$ cat src/rtl/beacon_pkg.sv
// Shared widths and types for the beacon offset estimator.
// Assumes time stamps are unsigned microsecond counts that wrap.
package beacon_pkg;
    localparam int TS_W = 32;
    typedef logic [TS_W-1:0]        ts_t;
    typedef logic signed [TS_W-1:0] off_t;
endpackage

$ cat src/rtl/bo_offset_calc.sv
// Combinational offset estimate for one received beacon.
// Traces the receive time back to the gateway send time, first removing
// the hop delay and then (slot-1) slot durations, and subtracts that from
// the carried stamp. Assumes the slot index is 1-based; slot legality is
// checked by the caller. All arithmetic wraps modulo 2^TS_W.
module bo_offset_calc
    import beacon_pkg::*;
#(
    parameter int SLOT_W = 5
) (
    input  ts_t              bcn_ts,
    input  logic [SLOT_W-1:0] slot_idx,
    input  ts_t              rx_time,
    input  ts_t              link_delay,
    input  ts_t              slot_dur,
    output off_t             offset
);
    ts_t slots_back;
    ts_t relay_tx;
    ts_t gw_tx;
    ts_t slot_span;

    // Estimate relay send time, gateway send time and the offset.
    always_comb begin
        slots_back = TS_W'(slot_idx) - TS_W'(1);
        slot_span  = slots_back * slot_dur;
        relay_tx   = rx_time - link_delay;
        gw_tx      = relay_tx - slot_span;
        offset     = off_t'(bcn_ts - gw_tx);
    end
endmodule

$ cat src/rtl/bo_capture.sv
// First-beacon capture for one sync sub-frame.
// Accepts a beacon only when none is held (or the sub-frame is starting
// in the same cycle), its slot is in 1..SCS_SLOTS and no end strobe is
// present. Keeps the stamp unmodified and the pending offset.
module bo_capture
    import beacon_pkg::*;
#(
    parameter int SCS_SLOTS = 16,
    parameter int SLOT_W    = 5
) (
    input  logic              clk,
    input  logic              rst_n,
    input  logic              scs_start,
    input  logic              scs_end,
    input  logic              bcn_valid,
    input  ts_t               bcn_ts,
    input  logic [SLOT_W-1:0] bcn_slot,
    input  off_t              calc_off,
    output logic              held,
    output ts_t               held_ts,
    output off_t              pend_off
);
    logic slot_ok;
    logic accept;

    // Decide whether this cycle's beacon counts as the sub-frame's first.
    always_comb begin
        slot_ok = (bcn_slot != '0) && (bcn_slot <= SLOT_W'(SCS_SLOTS));
        accept  = bcn_valid && slot_ok && !scs_end && (!held || scs_start);
    end

    // Hold flag, stored stamp and pending offset.
    always_ff @(posedge clk) begin
        if (!rst_n) begin
            held     <= 1'b0;
            held_ts  <= '0;
            pend_off <= '0;
        end else begin
            if (scs_start) held <= 1'b0;
            if (accept) begin
                held     <= 1'b1;
                held_ts  <= bcn_ts;
                pend_off <= calc_off;
            end
        end
    end
endmodule

$ cat src/rtl/bo_commit.sv
// End-of-sub-frame commit of the offset and clock correction.
// On the end strobe, copies the pending offset to the committed register
// when a beacon is held, and reports the sampled local time corrected by
// it (or unchanged if none is held). Assumes the strobe is one cycle.
module bo_commit
    import beacon_pkg::*;
(
    input  logic clk,
    input  logic rst_n,
    input  logic scs_end,
    input  logic held,
    input  off_t pend_off,
    input  ts_t  local_time,
    output off_t offset,
    output logic apply,
    output ts_t  corr_time
);
    // Commit register, apply pulse and corrected time.
    always_ff @(posedge clk) begin
        if (!rst_n) begin
            offset    <= '0;
            apply     <= 1'b0;
            corr_time <= '0;
        end else begin
            apply <= scs_end;
            if (scs_end) begin
                if (held) begin
                    offset    <= pend_off;
                    corr_time <= local_time + ts_t'(pend_off);
                end else begin
                    corr_time <= local_time;
                end
            end
        end
    end
endmodule

$ cat src/rtl/beacon_offset_est.sv
// Beacon clock offset estimator (top).
// Receives sync beacons during the sync sub-frame, keeps the first one,
// estimates the offset to the gateway clock and commits it at the common
// end of the sub-frame. Assumes start/end strobes are one cycle long and
// come from the slot scheduler.
module beacon_offset_est
    import beacon_pkg::*;
#(
    parameter int SCS_SLOTS = 16,
    localparam int SLOT_W   = $clog2(SCS_SLOTS + 1)
) (
    input  logic              clk,
    input  logic              rst_n,
    input  logic              scs_start_i,
    input  logic              scs_end_i,
    input  logic              bcn_valid_i,
    input  logic [31:0]       bcn_ts_i,
    input  logic [SLOT_W-1:0] bcn_slot_i,
    input  logic [31:0]       rx_time_i,
    input  logic [31:0]       link_delay_i,
    input  logic [31:0]       slot_dur_i,
    input  logic [31:0]       local_time_i,
    output logic              bcn_held_o,
    output logic [31:0]       held_ts_o,
    output logic [31:0]       offset_o,
    output logic              apply_o,
    output logic [31:0]       corr_time_o
);
    off_t calc_off;
    off_t pend_off;
    off_t off_q;

    bo_offset_calc #(.SLOT_W(SLOT_W)) u_calc (
        .bcn_ts     (bcn_ts_i),
        .slot_idx   (bcn_slot_i),
        .rx_time    (rx_time_i),
        .link_delay (link_delay_i),
        .slot_dur   (slot_dur_i),
        .offset     (calc_off)
    );

    bo_capture #(.SCS_SLOTS(SCS_SLOTS), .SLOT_W(SLOT_W)) u_cap (
        .clk       (clk),
        .rst_n     (rst_n),
        .scs_start (scs_start_i),
        .scs_end   (scs_end_i),
        .bcn_valid (bcn_valid_i),
        .bcn_ts    (bcn_ts_i),
        .bcn_slot  (bcn_slot_i),
        .calc_off  (calc_off),
        .held      (bcn_held_o),
        .held_ts   (held_ts_o),
        .pend_off  (pend_off)
    );

    bo_commit u_commit (
        .clk        (clk),
        .rst_n      (rst_n),
        .scs_end    (scs_end_i),
        .held       (bcn_held_o),
        .pend_off   (pend_off),
        .local_time (local_time_i),
        .offset     (off_q),
        .apply      (apply_o),
        .corr_time  (corr_time_o)
    );

    assign offset_o = off_q;
endmodule

$ cat config.mk
export PLATFORM = sky130hd
export DESIGN_NAME = beacon_offset_est
export DESIGN_NICKNAME = d
export VERILOG_FILES = /design/src/rtl/beacon_pkg.sv /design/src/rtl/bo_offset_calc.sv /design/src/rtl/bo_capture.sv /design/src/rtl/bo_commit.sv /design/src/rtl/beacon_offset_est.sv
export SDC_FILE = /design/constraint.sdc
export NUM_CORES = 1
export LEC_CHECK = 0
export ABC_AREA = 1
export BUFFER_PORTS_ARGS = -buffer_cell sky130_fd_sc_hd__buf_2
export CAP_MARGIN = 20
export CORE_ASPECT_RATIO = 0.6
export CORE_MARGIN = 2
export CORE_UTILIZATION = 61
export DETAILED_ROUTE_END_ITERATION = 7
export GPL_TIMING_DRIVEN = 0
export MAX_ROUTING_LAYER = met4
export PLACE_DENSITY = 0.84
export SYNTH_ARGS = -nofsm -noshare
export SYNTH_HDL_FRONTEND = slang
export SYNTH_SLANG_ARGS = --single-unit
$ cat constraint.sdc
create_clock -name clk -period 10.02 [get_ports clk]
set_clock_uncertainty 0.15 [all_clocks]
set_input_delay 0.501 -clock clk [delete_from_list [all_inputs] [get_ports clk]]
set_output_delay 0.501 -clock clk [all_outputs]
set_load 0.02 [all_outputs]
# Yosys cells after proc, flatten, opt, wreduce, memory -nomap -nowiden
# Index checks and enable logic that the tools add are counted.
[totals] regBits=130 latchBits=0 mem_bits_rw=0 rom_bits=0 inputBits=170 out_inout_bits=98 n_memories=0
[op_classes] addsub=5 multipliers=1 div_mod_pow=0 order_cmp=1 n_eq_ne=0 shift=0 mux=3 bitwise=0 reduce_logical=10
[op_table] op="32-bit subtractor" count=3
[op_table] op="32-bit adder" count=1
[op_table] op="32-bit by 32-bit multiplier with 32-bit output" count=1
[op_table] op="32-bit two-way mux" count=1
[op_table] op="5-bit by 1-bit subtractor with 6-bit output (second input constant)" count=1
[op_table] op="5-bit less-or-equal comparator (second input constant)" count=1
[op_table] op="5-bit nonzero test" count=1
[op_table] op="1-bit logical AND" count=4
[op_table] op="1-bit logical NOT" count=2
[op_table] op="1-bit two-way mux" count=2
[op_table] op="2-bit AND reduction" count=1
[op_table] op="2-bit nonzero test" count=1
[op_table] op="1-bit logical OR" count=1

# Logic depth before layout (Yosys ltp)
# Gate-level depths: netlist of the first run.
[depth] ltp_word=6 depth_mapped=39

# Hierarchy
# A second synthesis of the first run with hierarchy kept.
[unflattened] hier_cells=2341 area_unflattened_um2=16164.3
[modules_own_cells] module="bo_offset_calc" instances=1 cells_each=933 area_per_inst_um2=7753.7 seq_area_each_um2=0.0
[modules_own_cells] module="bo_commit" instances=1 cells_each=847 area_per_inst_um2=5008.6 seq_area_each_um2=1301.2
[modules_own_cells] module="bo_capture" instances=1 cells_each=561 area_per_inst_um2=3402.0 seq_area_each_um2=1301.2

# Worst setup path after synthesis of the first run
# Ideal clock, no wire load.
[synth_timing] kind="input to register" start="in bcn_slot_i[1]" end="reg u_cap.pend_off[27]" setup_ns=0.115 arrival_time_ns=7.555 t_required_ns=9.755 slack_ns=2.199 cell_stages=30 n_path_buf=1 cell_sequence="nor2_2 > nand3_2 > inv_2 > clkbuf_1 > nand2_1 > fa_1 > fa_1 > inv_1 > fa_1 > inv_1 > fa_1 > inv_1 > fa_1 > fa_1 > fa_1 > inv_1 > fa_1 > inv_1 > ha_1 > nand2_1 > nor2_1 > inv_1 > nor3_1 > nand3_1 > nand3_1 > nand2_1 > nand3_1 > xor2_1 > o21ai_0 > inv_1"
[synth_between] elab_chain_cells=5 word_cells_on_any_way=10 classes_between="3 x add/sub; 1 x mul; 1 x order compare; 5 x reduce/logical"
[synth_rtl] item="from (decl)" line="beacon_offset_est.sv:18" rtl="input logic [SLOT_W-1:0] bcn_slot_i,"
[synth_rtl] item="parallel branches: the longest is 5 deep, another holds 32-bit by 32-bit multiplier with 32-bit output"
[synth_rtl] item="to (signal assigned)" line="bo_capture.sv:43" rtl="pend_off <= calc_off;"
[synth_rtl] item="to (decl)" line="bo_capture.sv:21" rtl="output off_t pend_off"
# Several ways; the timed one is not identified.
# A chain may end at the register's enable or synchronous reset.

# Worst setup path after layout of the first run
[layout_timing] start="in bcn_slot_i[0]" end="reg u_cap.pend_off[29]"
# The elaborated chain is that of the path after synthesis.

==> results.md, run 1 <==
* DRT iter0 DRCs at 2,534
* Die Height at 144 µm
* Buf/Inv on CP at 10
* Placeable Area at 0.0322 mm²
* Crit-path max cell delay at 780 ps
* # port buffers at 266
* Syn_nets at 3,232
* Routed WL per cell at 22.8 µm
* Drt via density at 5.79
* Commonest non-fill, non-tap cell in the layout: inv_1
* CTS sink cnt at 130
* Post-CTS Setup Inserts at 0
* Count of different cell masters after synthesis at 40
* Crit. End Element: flip-flop
* Clk slew on worst S/H paths at 80 ps
* Min Tclk post-route at 9800 ps
* Hold buffers post-CTS at 0
* Status: complete, no violations
* Final period util at 0.978
* Placed wire-length estimate at 64.7 mm
* Vias in the first global route at 18.0k
* TNS Setup at 0 ps
* Most frequent cells in the layout: 709 x inv_1, 341 x fa_1, 340 x nand2_1, 273 x buf_2, 236 x nor2_1
* Setup violations, final at 0
* Hold Vio Cnt, Final at 0
* Max Freq at 0.102 GHz
* Crit path max-delay cell type: fa_1
* RePlAce Congestion at 1.06
* CP delay by family, top: adder cells
* Final instance area at 0.0223 mm²
* Fill count at 2,680
* Post-CTS Resized at 0
* CTS tree: yes
* Max Root-Sink Buffers at 2
* Pre-CTS setup slack at -304 ps
* Global-route wire length before repair at 109 mm
* CP Launch Point: bcn_slot_i[0]
* Startpoint Class: primary input
* Initial core utilization at 0.615
* Mapped Area at 0.0198 mm²
* Vias at 18.9k
* Ys Warns at 0
* Clk root buf: clkbuf_16
* Cell mode on critical path: fa_1
* Max Cap Viol at 0
* GR Util All Layers at 0.456
* 1st-pass router iterations at 8
* Grt ovf at 0
* Initial antenna violation count at 2
* Pin count of the biggest net entering global routing at 26
* Register Area at 0.00260 mm²
* Worst r2r src: u_cap.pend_off[13]$_SDFFE_PN0P_
* Worst min-delay path startpoint: bcn_ts_i[12]
* Die X at 237 µm
* CP arrival at 10,050 ps
* DRT antenna net count at 0
* CTS Buf Count at 17
* Placed inst area at 0.0217 mm²
* Setup CP Type: in -> reg
* Clock H-tree levels at 4
* Critical Path RT at 10,270 ps
* CP Max Fanout at 10
* RSZ-0062 raised after global routing: no
* Cells after Synth at 2,546
* Std-Cell Rows at 51
* Share of layout cells above drive strength 1 at 0.117
* Residual DRC at 0
* Average cell area after synthesis at 7.78 µm²
* Min-delay worst type: in -> reg
* IO Pins at 268
* Max Slew Vio Count at 0
* Area of the multi-input gates at 0.0143 mm²
* Fin nets at 3,516
* Post-route setup slack at 220 ps
* Sequential cell area fraction in the yosys report at 0.131
* Final wirelength at 74.6 mm
* Yosys reg bits at 130
* Area of the die at 0.0340 mm²
* Slew of the pin with the lowest slew margin at 1140 ps
* Max-slew headroom at 0.232
* Clk_lat worst skew at 460 ps
* Area growth from synthesis to layout at 12.4%
-- cell usage after synthesis, drive strengths merged --
cell type,number,area share
a211oi,2,0.00076
o21a,3,0.0011
nand4,15,0.0047
o21ai,146,0.038
nor3,12,0.0033
a31oi,3,0.00095
o211ai,24,0.0091
buf,12,0.0033
dfxtp,130,0.13
xnor2,14,0.0062
o221ai,1,0.00044
ha,173,0.11
or2,4,0.0013
nand3,81,0.021
nand2,340,0.064
a21o,8,0.0030
clkinv,4,0.00076
inv,714,0.14
clkbuf,49,0.0093
nor4,4,0.0013
nor2,239,0.046
a31o,4,0.0018
a21oi,187,0.047
nand3b,1,0.00038
a21boi,6,0.0025
fa,343,0.35
xor2,19,0.0084
o21bai,8,0.0030
-- cell families after synthesis --
group | count (synthesis) | share of synthesized area
compound gates | 392 | 0.108
simple gates | 696 | 0.142
flops | 130 | 0.131
xor+xnor | 33 | 0.0146
buf+inv | 779 | 0.149
fa+ha+maj | 516 | 0.456
-- final cells by class --
| type | instances | share of cell area |
|---|---|---|
| Clock buffer | 18 | 0.0193 |
| Clock inverter | 14 | 0.00657 |
| Multi-Input combinational cell | 1637 | 0.641 |
| Timing Repair Buffer | 266 | 0.0598 |
| Buffer | 60 | 0.0114 |
| Inverter | 718 | 0.121 |
| Sequential cell | 130 | 0.117 |
| Tap cell | 424 | 0.0238 |
| Antenna cell | 4 | 0.000449 |
-- metrics by stage --
stage          utilization  hold slack (ps)  std cells
6_report             0.691              176       3271
5_1_grt              0.691              187       3269
4_1_cts              0.691              176       3268
3_5_place_dp         0.673              305       3236
3_3_place_gp         0.673              301       3236
2_1_floorplan            -              287       2546
-- sequential cells by signal (all words and copies together) (netlist names) --
register            count
u_cap.held_ts          32
u_cap.pend_off         32
u_commit.corr_time     32
u_commit.offset        32
u_cap.held              1
u_commit.apply          1
-- path summary, 6_finish.rpt --
kind | end | slack [ps] | cells past startpoint
max reg2reg | u_commit.corr_time[20]$_SDFFE_PN0P_ | 5900 | 10
min | u_cap.held_ts[12]$_SDFFE_PN0P_ | 180 | 3
max | u_cap.pend_off[29]$_SDFFE_PN0P_ | 220 | 28
min reg2reg | u_commit.corr_time[8]$_SDFFE_PN0P_ | 320 | 2
-- tightest hold or removal path, cell delays in order --
cell     delay, ps
buf_2           80
inv_1           60
a21oi_1        110
-- routing by layer --
layer | global-route usage | part of all wire | vias to the layer above
met5 | - | 0 | -
met3 | 0.200 | 0.17 | 141
met2 | 0.570 | 0.38 | 1349
li1 | - | - | 8224
met4 | 0.0933 | 0.021 | 0
met1 | 0.668 | 0.43 | 9233
Power of run 1 is not shown: default switching activity piles up to over one toggle a cycle in this logic, so the estimate is an artifact.
==> inputs of run 2 (changes only) <==
- CORE_UTILIZATION: 61 -> 65
- PLACE_DENSITY: 0.84 -> 0.89
- clock period: 10.02 -> 12.6 ns (I/O delays scaled with it)
==> run 2 against run 1 <==
Effect of this change: first-iteration DRC count shrank 10%; wire length shrank 6.2%; core utilization grew 5.1 points; via count shrank 0.60%; register-to-register slack gained 3500 ps; global-route usage grew 0.92 points; worst setup slack gained 2500 ps; critical endpoint is now u_cap.pend_off[28]$_SDFFE_PN0P_; highest routed layer unchanged; final cell count shrank 0.58%; cell area shrank 0.12%; largest cell class unchanged; sequential cell count is the same; clock-buffer cell count grew 2; die area shrank 6.0%.
==> results.md, run 2 (synthesis gave the netlist of run 1 again) <==
* Vias in the first global route at 19.5k
* Share of layout cells above drive strength 1 at 0.115
* Startpoint Class: primary input
* Leak pwr at 12.4 nW
* Internal Dissipation at 2.86 mW
* Routed WL per cell at 21.5 µm
* WL met1 at 28.3 mm
* Met3 wire length at 9.28 mm
* Max Freq at 0.101 GHz
* Metal2 WL at 29.4 mm
* CTS sink cnt at 130
* Cell mode on critical path: fa_1
* Hold buffers post-CTS at 0
* Grt ovf at 0
* Post-CTS Setup Inserts at 0
* Fin nets at 3,517
* Die X at 229 µm
* Global-route wire length before repair at 108 mm
* Setup violations, final at 0
* Clk root buf: clkbuf_16
* Switch Pwr at 4.08 mW
* Switching share of power at 0.588
* Area of the die at 0.0319 mm²
* Vias at 18.8k
* Max Cap Viol at 0
* Area growth from synthesis to layout at 12.3%
* Die Height at 139 µm
* Worst r2r src: u_cap.pend_off[0]$_SDFFE_PN0P_
* Most frequent cells in the layout: 709 x inv_1, 342 x fa_1, 340 x nand2_1, 273 x buf_2, 236 x nor2_1
* Worst min-delay path startpoint: local_time_i[0]
* RePlAce Congestion at 1.05
* Comb pwr share at 0.854
* Post-CTS Resized at 0
* Placeable Area at 0.0300 mm²
* Slew of the pin with the lowest slew margin at 1060 ps
* Final wirelength at 70.0 mm
* Placed wire-length estimate at 60.5 mm
* Setup CP Type: in -> reg
* 1st-pass router iterations at 6
* Pre-CTS setup slack at 2640 ps
* Pin count of the biggest net entering global routing at 26
* Min Tclk post-route at 9910 ps
* TNS Setup at 0 ps
* CTS Buf Count at 17
* Layout Utilization at 0.742
* Top sig layer: met4
* Fill count at 2,256
* Std-Cell Rows at 49
* Clk_lat worst skew at 440 ps
* Drt via density at 5.79
* Max Slew Vio Count at 0
* Initial core utilization at 0.661
* CP Launch Point: bcn_slot_i[0]
* IO Pins at 268
* GR Util All Layers at 0.465
* Max-slew headroom at 0.292
* Crit path max-delay cell type: fa_1
* CP Max Fanout at 12
* Crit-path max cell delay at 1240 ps
* CP arrival at 10,080 ps
* Commonest non-fill, non-tap cell in the layout: inv_1
* Clock share of power at 0.076
* DRT antenna net count at 0
* VDD IR max at 0.286 mV
* Initial antenna violation count at 1
* CTS tree: yes
* Max Root-Sink Buffers at 2
* Post-route setup slack at 2690 ps
* Min-delay worst type: in -> reg
* Register Area at 0.00260 mm²
* CP delay by family, top: adder cells
* Clk slew on worst S/H paths at 60 ps
* Critical Path RT at 12,770 ps
* Area of the multi-input gates at 0.0143 mm²
* Residual DRC at 0
* # port buffers at 266
* Status: complete, no violations
* Hold Vio Cnt, Final at 0
* DRT iter0 DRCs at 2,276
* Final period util at 0.786
* Crit. End Element: flip-flop
* Buf/Inv on CP at 10
* Total power at 6.94 mW
* Sequential share of power at 0.071
* RSZ-0062 raised after global routing: no
* Clock H-tree levels at 4
* Pwr dens at 312 mW/mm²
[run 2: changes by cell type in the layout (fill, tap and decap cells not counted), sizes merged]
| cell | change |
|---|---|
| bufinv | +2 |
| clkbuf | +4 |
| clkdlybuf4s15 | -1 |
| diode | -3 |
| inv | -5 |
[run 2: path summary, 6_finish.rpt]
path / to / slack (ps) / cells after the start
min: u_commit.corr_time[0]$_SDFFE_PN0P_ / 310 / 3
max: u_cap.pend_off[28]$_SDFFE_PN0P_ / 2690 / 30
min reg2reg: u_commit.corr_time[18]$_SDFFE_PN0P_ / 310 / 2
max reg2reg: u_commit.corr_time[26]$_SDFFE_PN0P_ / 9420 / 17
[run 2: area by class of cell]
class / count / area share
Antenna cell: 1 / 0.000112
Buffer: 61 / 0.0112
Clock buffer: 20 / 0.0196
Clock inverter: 11 / 0.00692
Inverter: 718 / 0.121
Multi-Input combinational cell: 1637 / 0.641
Sequential cell: 130 / 0.117
Tap cell: 408 / 0.0229
Timing Repair Buffer: 266 / 0.0598
[run 2: tightest hold or removal path, stage by stage]
cell	delay, ps
buf_2	110
nand2_1	60
a21oi_1	60
[run 2: metal layers]
| layer | track usage | vias up |
|---|---|---|
| met3 | 0.139 | 239 |
| met5 | - | - |
| li1 | - | 8217 |
| met1 | 0.630 | 9027 |
| met4 | 0.161 | 0 |
| met2 | 0.668 | 1350 |
[run 2: power groups by stage]
stage / combinational [mW] / sequential (mW) / clock [mW]
detailed placement: 5.63 / 0.496 / 0
global route: 6.47 / 0.491 / 0.539
global placement: 5.39 / 0.494 / 0
finish: 5.92 / 0.490 / 0.526
floorplan: 3.91 / 0.495 / 0
CTS: 5.68 / 0.487 / 0.522
[run 2: metrics by stage]
| stage | instances | area [µm²] | hold WS, ps |
|---|---|---|---|
| 6_report | 3252 | 22300 | 308 |
| 2_1_floorplan | 2546 | 19800 | 287 |
| 5_1_grt | 3252 | 22300 | 307 |
| 3_3_place_gp | 3220 | 21700 | 299 |
| 3_5_place_dp | 3220 | 21700 | 304 |
| 4_1_cts | 3251 | 22200 | 303 |
No activity file was read; power rests on OpenSTA's default activity.
